--- src/rtl/sar_if_pkg.sv ---
package sar_if_pkg;

  typedef enum logic [1:0] {
    ST_IDLE  = 2'd0,
    ST_CONV  = 2'd1,
    ST_FIN   = 2'd2,
    ST_RECOV = 2'd3
  } conv_state_e;

  // Strobes from the sequencer to the search datapath
  typedef struct packed {
    logic start;   // load first trial code
    logic step;    // take one comparator decision
    logic stale;   // conversion began without acquisition
  } search_ctl_t;

endpackage

--- src/rtl/sar_seq_ctl.sv ---
module sar_seq_ctl
  import sar_if_pkg::*;
#(
  parameter int ACQ_CYC   = 8,
  parameter int PREV_HOLD = 4
) (
  input  logic        clk,
  input  logic        rst_n,
  input  logic        cs_n,
  input  logic        rdconv,
  input  logic        last_bit,
  output search_ctl_t ctl,
  output logic        busy_n,
  output logic        live_sel
);

  localparam int ACQ_W = (ACQ_CYC > 1) ? $clog2(ACQ_CYC) : 1;
  localparam int WIN_W = $clog2(PREV_HOLD + 1) > 0 ? $clog2(PREV_HOLD + 1) : 1;
  localparam logic [ACQ_W-1:0] ACQ_LAST = ACQ_W'(ACQ_CYC - 1);
  localparam logic [WIN_W-1:0] WIN_END  = WIN_W'(PREV_HOLD);

  conv_state_e state_q, state_d;
  logic [ACQ_W-1:0] acq_q;
  logic [WIN_W-1:0] win_q;
  logic rc_q;
  logic stale_arm_q;
  logic start_req, rc_fall, start, abort;

  assign start_req = ~cs_n & ~rdconv;
  assign rc_fall   = rc_q & ~rdconv;

  always_comb begin
    state_d = state_q;
    start   = 1'b0;
    abort   = 1'b0;
    unique case (state_q)
      ST_IDLE: begin
        if (start_req) begin
          state_d = ST_CONV;
          start   = 1'b1;
        end
      end
      ST_CONV: begin
        if (rc_fall) begin
          state_d = ST_RECOV;
          abort   = 1'b1;
        end else if (last_bit) begin
          state_d = ST_FIN;
        end
      end
      ST_FIN:   state_d = ST_IDLE;
      ST_RECOV: begin
        if (rdconv && (acq_q == ACQ_LAST)) state_d = ST_IDLE;
      end
      default:  state_d = ST_IDLE;
    endcase
  end

  always_ff @(posedge clk or negedge rst_n) begin
    if (!rst_n) begin
      state_q     <= ST_IDLE;
      acq_q       <= '0;
      win_q       <= '0;
      rc_q        <= 1'b1;
      stale_arm_q <= 1'b0;
    end else begin
      state_q     <= state_d;
      rc_q        <= rdconv;
      stale_arm_q <= (state_q == ST_FIN) && start_req;
      if (state_q != ST_RECOV || !rdconv) acq_q <= '0;
      else                                acq_q <= acq_q + 1'b1;
      if (start)                               win_q <= '0;
      else if (!busy_n && win_q != WIN_END)    win_q <= win_q + 1'b1;
    end
  end

  assign busy_n    = (state_q == ST_IDLE) || (state_q == ST_RECOV);
  assign live_sel  = !busy_n && (win_q == WIN_END);
  assign ctl.start = start;
  assign ctl.step  = (state_q == ST_CONV) && !abort;
  assign ctl.stale = stale_arm_q;

  // an accepted start drops busy on the following edge
  a_r1_start_drops_busy: assert property (@(posedge clk) disable iff (!rst_n)
    (state_q == ST_IDLE && !cs_n && !rdconv) |=> !busy_n);

  // a busy rise that ends a conversion follows the finishing cycle
  a_r4_rise_after_update: assert property (@(posedge clk) disable iff (!rst_n)
    ($rose(busy_n) && state_q == ST_IDLE) |-> ($past(state_q) == ST_FIN));

  // falling read/convert during a conversion releases busy at once
  a_r8_abort_releases: assert property (@(posedge clk) disable iff (!rst_n)
    (state_q == ST_CONV && rc_q && !rdconv) |=> (busy_n && state_q == ST_RECOV));

  // while recovering, a low read/convert never starts a conversion
  a_r9_recovery_blocks: assert property (@(posedge clk) disable iff (!rst_n)
    (state_q == ST_RECOV && !rdconv) |=> busy_n);

endmodule

--- src/rtl/sar_search.sv ---
module sar_search
  import sar_if_pkg::*;
#(
  parameter int NBITS = 16
) (
  input  logic             clk,
  input  logic             rst_n,
  input  search_ctl_t      ctl,
  input  logic             cmp_in,
  output logic             last_bit,
  output logic [NBITS-1:0] work_code,
  output logic [NBITS-1:0] result,
  output logic             result_bad
);

  localparam int IDX_W = $clog2(NBITS);
  localparam logic [NBITS-1:0] FIRST_TRIAL = {1'b1, {(NBITS-1){1'b0}}};
  localparam logic [IDX_W-1:0] TOP_IDX     = IDX_W'(NBITS - 1);

  logic [NBITS-1:0] sar_q, nxt, res_q;
  logic [IDX_W-1:0] idx_q;
  logic bad_q, stale_q;

  // Resolve the current trial bit and raise the next one
  always_comb begin
    nxt        = sar_q;
    nxt[idx_q] = cmp_in;
    if (idx_q != '0) nxt[idx_q - 1'b1] = 1'b1;
  end

  always_ff @(posedge clk or negedge rst_n) begin
    if (!rst_n) begin
      sar_q   <= '0;
      idx_q   <= '0;
      res_q   <= '0;
      bad_q   <= 1'b0;
      stale_q <= 1'b0;
    end else if (ctl.start) begin
      sar_q   <= FIRST_TRIAL;
      idx_q   <= TOP_IDX;
      stale_q <= ctl.stale;
    end else if (ctl.step) begin
      sar_q <= nxt;
      idx_q <= idx_q - 1'b1;
      if (idx_q == '0) begin
        res_q <= {~nxt[NBITS-1], nxt[NBITS-2:0]};
        bad_q <= stale_q;
      end
    end
  end

  assign last_bit   = (idx_q == '0);
  assign work_code  = sar_q;
  assign result     = res_q;
  assign result_bad = bad_q;

  // the final decision of a no-acquisition conversion raises the flag
  a_r10_stale_marks_bad: assert property (@(posedge clk) disable iff (!rst_n)
    (ctl.step && last_bit && stale_q) |=> result_bad);

endmodule

--- src/rtl/sar_bus_drv.sv ---
module sar_bus_drv #(
  parameter int NBITS = 16
) (
  input  logic             cs_n,
  input  logic             rdconv,
  input  logic             byte_sel,
  input  logic             live_sel,
  input  logic [NBITS-1:0] held,
  input  logic [NBITS-1:0] live,
  output logic [NBITS-1:0] bus_data,
  output logic [1:0]       bus_oe
);

  localparam int HALF = NBITS / 2;

  logic [NBITS-1:0] src;
  logic             rd_en;

  assign src   = live_sel ? live : held;
  assign rd_en = ~cs_n & rdconv;

  for (genvar h = 0; h < 2; h++) begin : g_half
    assign bus_oe[h] = rd_en;
    assign bus_data[h*HALF +: HALF] = byte_sel ? src[(1-h)*HALF +: HALF]
                                               : src[h*HALF +: HALF];
  end

endmodule

--- src/rtl/sar_conv_if.sv ---
module sar_conv_if
  import sar_if_pkg::*;
#(
  parameter int NBITS     = 16,
  parameter int ACQ_CYC   = 8,
  parameter int PREV_HOLD = 4
) (
  input  logic             clk,
  input  logic             rst_n,
  input  logic             cs_n,
  input  logic             rdconv,
  input  logic             byte_sel,
  input  logic             cmp_in,
  output logic             busy_n,
  output logic [NBITS-1:0] result,
  output logic             result_bad,
  output logic [NBITS-1:0] bus_data,
  output logic [1:0]       bus_oe
);

  search_ctl_t      ctl;
  logic             last_bit, live_sel;
  logic [NBITS-1:0] work_code;

  sar_seq_ctl #(.ACQ_CYC(ACQ_CYC), .PREV_HOLD(PREV_HOLD)) u_seq (
    .clk(clk), .rst_n(rst_n), .cs_n(cs_n), .rdconv(rdconv),
    .last_bit(last_bit), .ctl(ctl), .busy_n(busy_n), .live_sel(live_sel)
  );

  sar_search #(.NBITS(NBITS)) u_search (
    .clk(clk), .rst_n(rst_n), .ctl(ctl), .cmp_in(cmp_in),
    .last_bit(last_bit), .work_code(work_code),
    .result(result), .result_bad(result_bad)
  );

  sar_bus_drv #(.NBITS(NBITS)) u_bus (
    .cs_n(cs_n), .rdconv(rdconv), .byte_sel(byte_sel), .live_sel(live_sel),
    .held(result), .live(work_code), .bus_data(bus_data), .bus_oe(bus_oe)
  );

  // the result register only moves while busy is low
  a_r4_result_under_busy: assert property (@(posedge clk) disable iff (!rst_n)
    (result != $past(result)) |-> !busy_n);

endmodule

--- config.mk ---
export PLATFORM = sky130hd
export DESIGN_NAME = sar_conv_if
export DESIGN_NICKNAME = d
export VERILOG_FILES = /design/src/rtl/sar_if_pkg.sv /design/src/rtl/sar_seq_ctl.sv /design/src/rtl/sar_search.sv /design/src/rtl/sar_bus_drv.sv /design/src/rtl/sar_conv_if.sv
export SDC_FILE = /design/constraint.sdc
export NUM_CORES = 1
export LEC_CHECK = 0
export BUFFER_PORTS_ARGS = -buffer_cell sky130_fd_sc_hd__buf_2
export CAP_MARGIN = 20
export CORE_ASPECT_RATIO = 0.5
export CORE_MARGIN = 3
export CORE_UTILIZATION = 50
export DETAILED_ROUTE_END_ITERATION = 8
export GPL_ROUTABILITY_DRIVEN = 0
export GPL_TIMING_DRIVEN = 0
export PLACE_DENSITY_LB_ADDON = 0.15
export SYNTH_ARGS = -nofsm -noshare
export SYNTH_HDL_FRONTEND = slang
export SYNTH_SLANG_ARGS = --single-unit
--- constraint.sdc ---
create_clock -name clk -period 4.1 [get_ports clk]
set_clock_uncertainty 0.15 [all_clocks]
set_input_delay 1.23 -clock clk [delete_from_list [all_inputs] [get_ports clk]]
set_output_delay 1.23 -clock clk [all_outputs]
set_load 0.05 [all_outputs]
==> flow_metrics.tcl, run 1 <==
set metrics [dict create \
    grt_pass1_wl_um 12010 \
    criticalPathCategory "input port to primary output" \
    status "finished, final reports clean" \
    max_cap_violations 0 \
    finalCriticalPeriod_ns 3.748 \
    crit_required_ns 2.72 \
    clockBufferDepth 2 \
    ioPinCount 42 \
    num_rows 19 \
    syn_to_final_growth_pct 15.73 \
    synth_top_area_share_pct 39.33 \
    startpoint_type "input port" \
    worstPathCellList "buf_2 -> buf_2 -> mux2i_1 -> buf_2" \
    r2r_slack_ns 1.97 \
    slew_viol_final 0 \
    firstDrtPassIters 4 \
    vias 2480 \
    die_area_um2 7001 \
    cts-root-buf "clkbuf_16" \
    ant_nets 0 \
    clock_sinks 48 \
    crit_start "byte_sel" \
    cts_resized 0 \
    period_share_pct 91.42 \
    path_clk_slew_ns 0.06 \
    drc 0 \
    setup_viol 0 \
    fillers 496 \
    drive_gt1_share_pct 23.96 \
    slew_headroom_pct 42.52 \
    yosysWarnings 0 \
    crit_top_cell "buf_2" \
    crit_fanout 10 \
    ys_seq_area_share_pct 40.21 \
    multi_input_comb_area_um2 1594 \
    seq_area_um2 1202 \
    antenna_found_initial 0 \
    crit_path_max_incr_delay_ns 0.38 \
    cts_made_buffers 5 \
    synthCells 311 \
    syn_area_um2 2990 \
    worstPathArrival_ns 2.37 \
    cts_hold_buf 0 \
    hold_viol_final 0 \
    finalWirelength_um 7251 \
    start_util_pct 53.08 \
    ys_types 46 \
    post_drt_wl_per_cell_um 16.78 \
    cts_tree "built" \
    cp_slowest_cell "buf_2" \
    dp_cells 423 \
    grt_pass1_vias 2381 \
    clk_latency_ns 0.29 \
    hp-class "register to register" \
    yosys-top-cells-area "dfrtp_1 (39%), mux2i_1 (14%), ha_1 (5.0%)" \
    overflow 0 \
    fin_hold_ws_ns 0.2902 \
    numPortBuffers 39 \
    die_x_um 115.4 \
    worstHoldStart "u_seq.stale_arm_q" \
    worstSetupEndpointType "primary output" \
    drt-initial-drc-count 161 \
    max_clock_freq_mhz 266.8 \
    htree_levels 2 \
    ys_seq_elements 48 \
    grt_max_degree 49 \
    final_cell_count_no_fill 432 \
    grt_util_all_layers_pct 22.30 \
    num_antenna_cells 0 \
    yosysTopAreaCell "dfrtp_1" \
    tns_ns 0 \
    r2r_start "u_search.idx_q[1]" \
    die_h_um 60.69 \
    fin_nets 376 \
    syn_area_per_cell_um2 9.615 \
    tightest_slew_ns 0.8556 \
    syn_nets 329 \
    rsz0062_at_grt "false" \
    viasPerCell 5.741 \
    cts_setup_buffers 0 \
    dp_hpwl_um 5202 \
    core-area_um2 5634 \
]
## cell families after synthesis
family | synth area share [%]
and+or+nand+nor | 15.31
AOI/OAI and AO/OA | 15.56
DFF | 40.21
muxes | 16.23
buffers and inverters | 6.485
adders and majority gates | 5.021
xor gates and xnor gates | 1.172
## placed cells by master, fill, tap and decap left out, drive strengths merged, types with 2 or more instances in the layout
master	synthesis	final
dfrtp	47	47
a221oi	3	3
o21a	3	3
inv	11	11
mux2i	41	41
and3	5	5
nand3	7	7
nor2b	3	3
xnor2	3	3
ha	12	12
nand4	3	3
a31oi	4	4
a21oi	21	21
o21ai	28	28
and2	2	2
nor2	20	20
o22ai	7	7
nand2b	2	2
mux2	5	5
nand2	41	41
o21bai	2	2
buf	20	60
clkbuf	4	10
nor3	4	4
## path summary, 6_finish.rpt
path	endpoint	depth (start not counted)
max	bus_data[10]	4
min	u_search.stale_q	2
max reg2reg	u_search.work_code[14]	7
min reg2reg	u_search.stale_q	2
max in group asynchronous	u_seq.rc_q	2
min in group asynchronous	u_search.result[1]	1
## per-stage QoR
| step | cell area, um2 | setup WS, ns | utilization [%] |
|---|---|---|---|
| floorplan | 2990 | 0.1310 | - |
| global placement | 3277 | 0.3816 | 58.16 |
| detailed placement | 3277 | 0.3390 | 58.16 |
| finish | 3461 | 0.3520 | 61.43 |
| CTS | 3441 | 0.3384 | 61.07 |
| global route | 3461 | 0.1944 | 61.43 |
## synth_stat cells, drive strengths merged
| library cell | n |
|---|---|
| a32oi | 1 |
| o21ba | 1 |
| mux2i | 41 |
| a21oi | 21 |
| nor2b | 3 |
| nand2b | 2 |
| o22a | 1 |
| nor3 | 4 |
| a221oi | 3 |
| and3b | 1 |
| and2 | 2 |
| and3 | 5 |
| ha | 12 |
| nand2 | 41 |
| nor2 | 20 |
| and4b | 1 |
| and2b | 1 |
| a31oi | 4 |
| clkbuf | 4 |
| o31ai | 1 |
| o22ai | 7 |
| mux2 | 5 |
| nand4 | 3 |
| or2 | 1 |
| xnor2 | 3 |
| inv | 11 |
| xor2 | 1 |
| dfrtp | 47 |
| and4 | 1 |
| nand3 | 7 |
| dfstp | 1 |
| o211ai | 1 |
| o21ai | 28 |
| buf | 20 |
| o21a | 3 |
| nor4 | 1 |
| o21bai | 2 |
## layout make-up
| class | count | area share, % |
|---|---|---|
| buffer | 24 | 4.411 |
| multi-input combinational | 228 | 46.06 |
| clock buffer | 6 | 3.724 |
| timing repair buffer | 40 | 6.218 |
| tap | 73 | 2.639 |
| sequential | 48 | 34.74 |
| clock inverter | 2 | 1.012 |
| inverter | 11 | 1.193 |
## layer usage
layer  global-route usage, %  part of all wire [%]
met1                   32.54                    47
met2                   34.29                    43
met5                       0                     0
met3                   5.478                   8.6
met4                   4.348                  0.76
## worst max-delay path, delay by kind of cell
family / cells / cell delay [ns]
buf+inv: 3 / 0.90
mux: 1 / 0.23
## sequential cells by signal, summed over array words and instances, names as in the netlist, 2 cells and up
| name | flops |
|---|---|
| u_seq.win_q | 3 |
| u_seq.state_q | 2 |
| u_search.result | 16 |
| u_seq.acq_q | 3 |
| u_search.work_code | 16 |
| u_search.idx_q | 4 |
Power of run 1 is not shown: default switching activity piles up to over one toggle a cycle in this logic, so the estimate is an artifact.
==> run 2, diff against run 1 <==
Settings changed: MAX_ROUTING_LAYER from default to met4.
==> run 2 against run 1 <==
  * Final cell count did not move
  * Setup slack worse by 0.014 ns
  * Sequential cell count unchanged
  * Largest cell class unchanged
  * Critical path depth up 4
  * Non-clock buffer count did not move
  * Via count shrank 0.56%
  * Core utilization unchanged
  * Highest routed layer unchanged
  * Wire length up 0.12%
  * Clock-buffer cell count unchanged
==> flow_metrics.tcl, run 2 (same netlist as run 1, synthesis figures left out) <==
set metrics [dict create \
    hold_path_depth 2 \
    die_x_um 115.4 \
    fillers 496 \
    die_h_um 60.69 \
    max_clock_freq_mhz 265.8 \
    criticalPathCategory "register to primary output" \
    final_util_pct 61.43 \
    final_common_cell "buf_2" \
    clockBufferDepth 2 \
    path_clk_slew_ns 0.06 \
    slew_viol_final 0 \
    cts_tree "built" \
    period_share_pct 91.76 \
    clock_sinks 48 \
    hold_viol_final 0 \
    viasPerCell 5.708 \
    hold-path-endpoint "u_search.stale_q" \
    seq_area_um2 1202 \
    numPortBuffers 39 \
    clk_latency_ns 0.28 \
    firstDrtPassIters 4 \
    worstPathArrival_ns 2.38 \
    r2r_cells 7 \
    syn_to_final_growth_pct 15.73 \
    startpoint_type "register" \
    cts_resized 0 \
    htree_levels 2 \
    finalCriticalPeriod_ns 3.762 \
    status "finished, final reports clean" \
    rsz0062_at_grt "false" \
    die_area_um2 7001 \
    finalWirelength_um 7260 \
    cts-root-buf "clkbuf_16" \
    crit_required_ns 2.72 \
    r2r_slack_ns 1.98 \
    tightest_slew_ns 0.8535 \
    grt_util_all_layers_pct 23.06 \
    core-area_um2 5634 \
    grt_pass1_vias 2383 \
    tns_ns 0 \
    cts_made_buffers 5 \
    ioPinCount 42 \
    num_antenna_cells 0 \
    drive_gt1_share_pct 23.96 \
    overflow 0 \
    max_cap_violations 0 \
    dp_hpwl_um 5202 \
    worstHoldStart "u_seq.stale_arm_q" \
    ant_nets 0 \
    antenna_found_initial 0 \
    crit_fanout 10 \
    drc 0 \
    slew_headroom_pct 42.66 \
    vias 2466 \
    fin_nets 376 \
    worstSetupEndpointType "primary output" \
    grt_max_degree 49 \
    cts_setup_buffers 0 \
    hp-class "register to register" \
    cts_hold_buf 0 \
    r2r-end "u_search.work_code[13]" \
    setup_viol 0 \
    multi_input_comb_area_um2 1594 \
    start_util_pct 53.08 \
    post_drt_wl_per_cell_um 16.81 \
    grt_pass1_wl_um 12020 \
    num_rows 19 \
    mostFrequentLayoutCells "buf_2 (50), dfrtp_1 (47), mux2i_1 (41)" \
    drt-initial-drc-count 167 \
    r2r_start "u_search.idx_q[1]" \
]
[run 2: cell counts in the layout (fill, tap and decap cells not counted)]
Identical to the previous run, type by type.
[run 2: final cells by class]
type | count | area share [%]
clock buffers | 6 | 3.724
inverters | 11 | 1.193
plain buffers | 24 | 4.411
repair buffers | 40 | 6.218
flip-flops and latches | 48 | 34.74
multi-input cells | 228 | 46.06
well taps | 73 | 2.639
clock inverters | 2 | 1.012
[run 2: how the worst max path moves through the flow]
stage / slack, ns / startpoint / to
floorplan: 0.13 / byte_sel / bus_data[10]
global placement: 0.38 / byte_sel / bus_data[13]
detailed placement: 0.34 / byte_sel / bus_data[13]
CTS: 0.34 / byte_sel / bus_data[13]
global route: 0.19 / u_seq.state_q[1] / bus_data[13]
finish: 0.34 / u_seq.state_q[0] / bus_data[10]
[run 2: routing by layer]
layer / vias up / wire length (um) / track usage [%]
li1: 1181 / - / -
met1: 1192 / 3505 / 32.48
met2: 87 / 3104 / 34.38
met3: 6 / 584 / 5.478
met4: 0 / 65 / 4.348
met5: - / 0 / -
[run 2: per-stage QoR]
| step | cells | hold WS [ns] | worst slack, ns | instance area (um2) |
|---|---|---|---|---|
| floorplan | 311 | 0.2567 | 0.1310 | 2990 |
| global placement | 423 | 0.2683 | 0.3816 | 3277 |
| detailed placement | 423 | 0.2845 | 0.3390 | 3277 |
| CTS | 431 | 0.2955 | 0.3384 | 3441 |
| global route | 432 | 0.3096 | 0.1944 | 3461 |
| finish | 432 | 0.2898 | 0.3377 | 3461 |
[run 2: critical path, stage by stage, from the launching register on]
cell and delay [ns]:
dfrtp_1 0.38, inv_1 0.08, ha_1 0.34, nand3_1 0.08
buf_2 0.31, buf_4 0.28, mux2i_1 0.28, mux2i_1 0.11
buf_2 0.22
Power of run 2 is left out for the same reason.
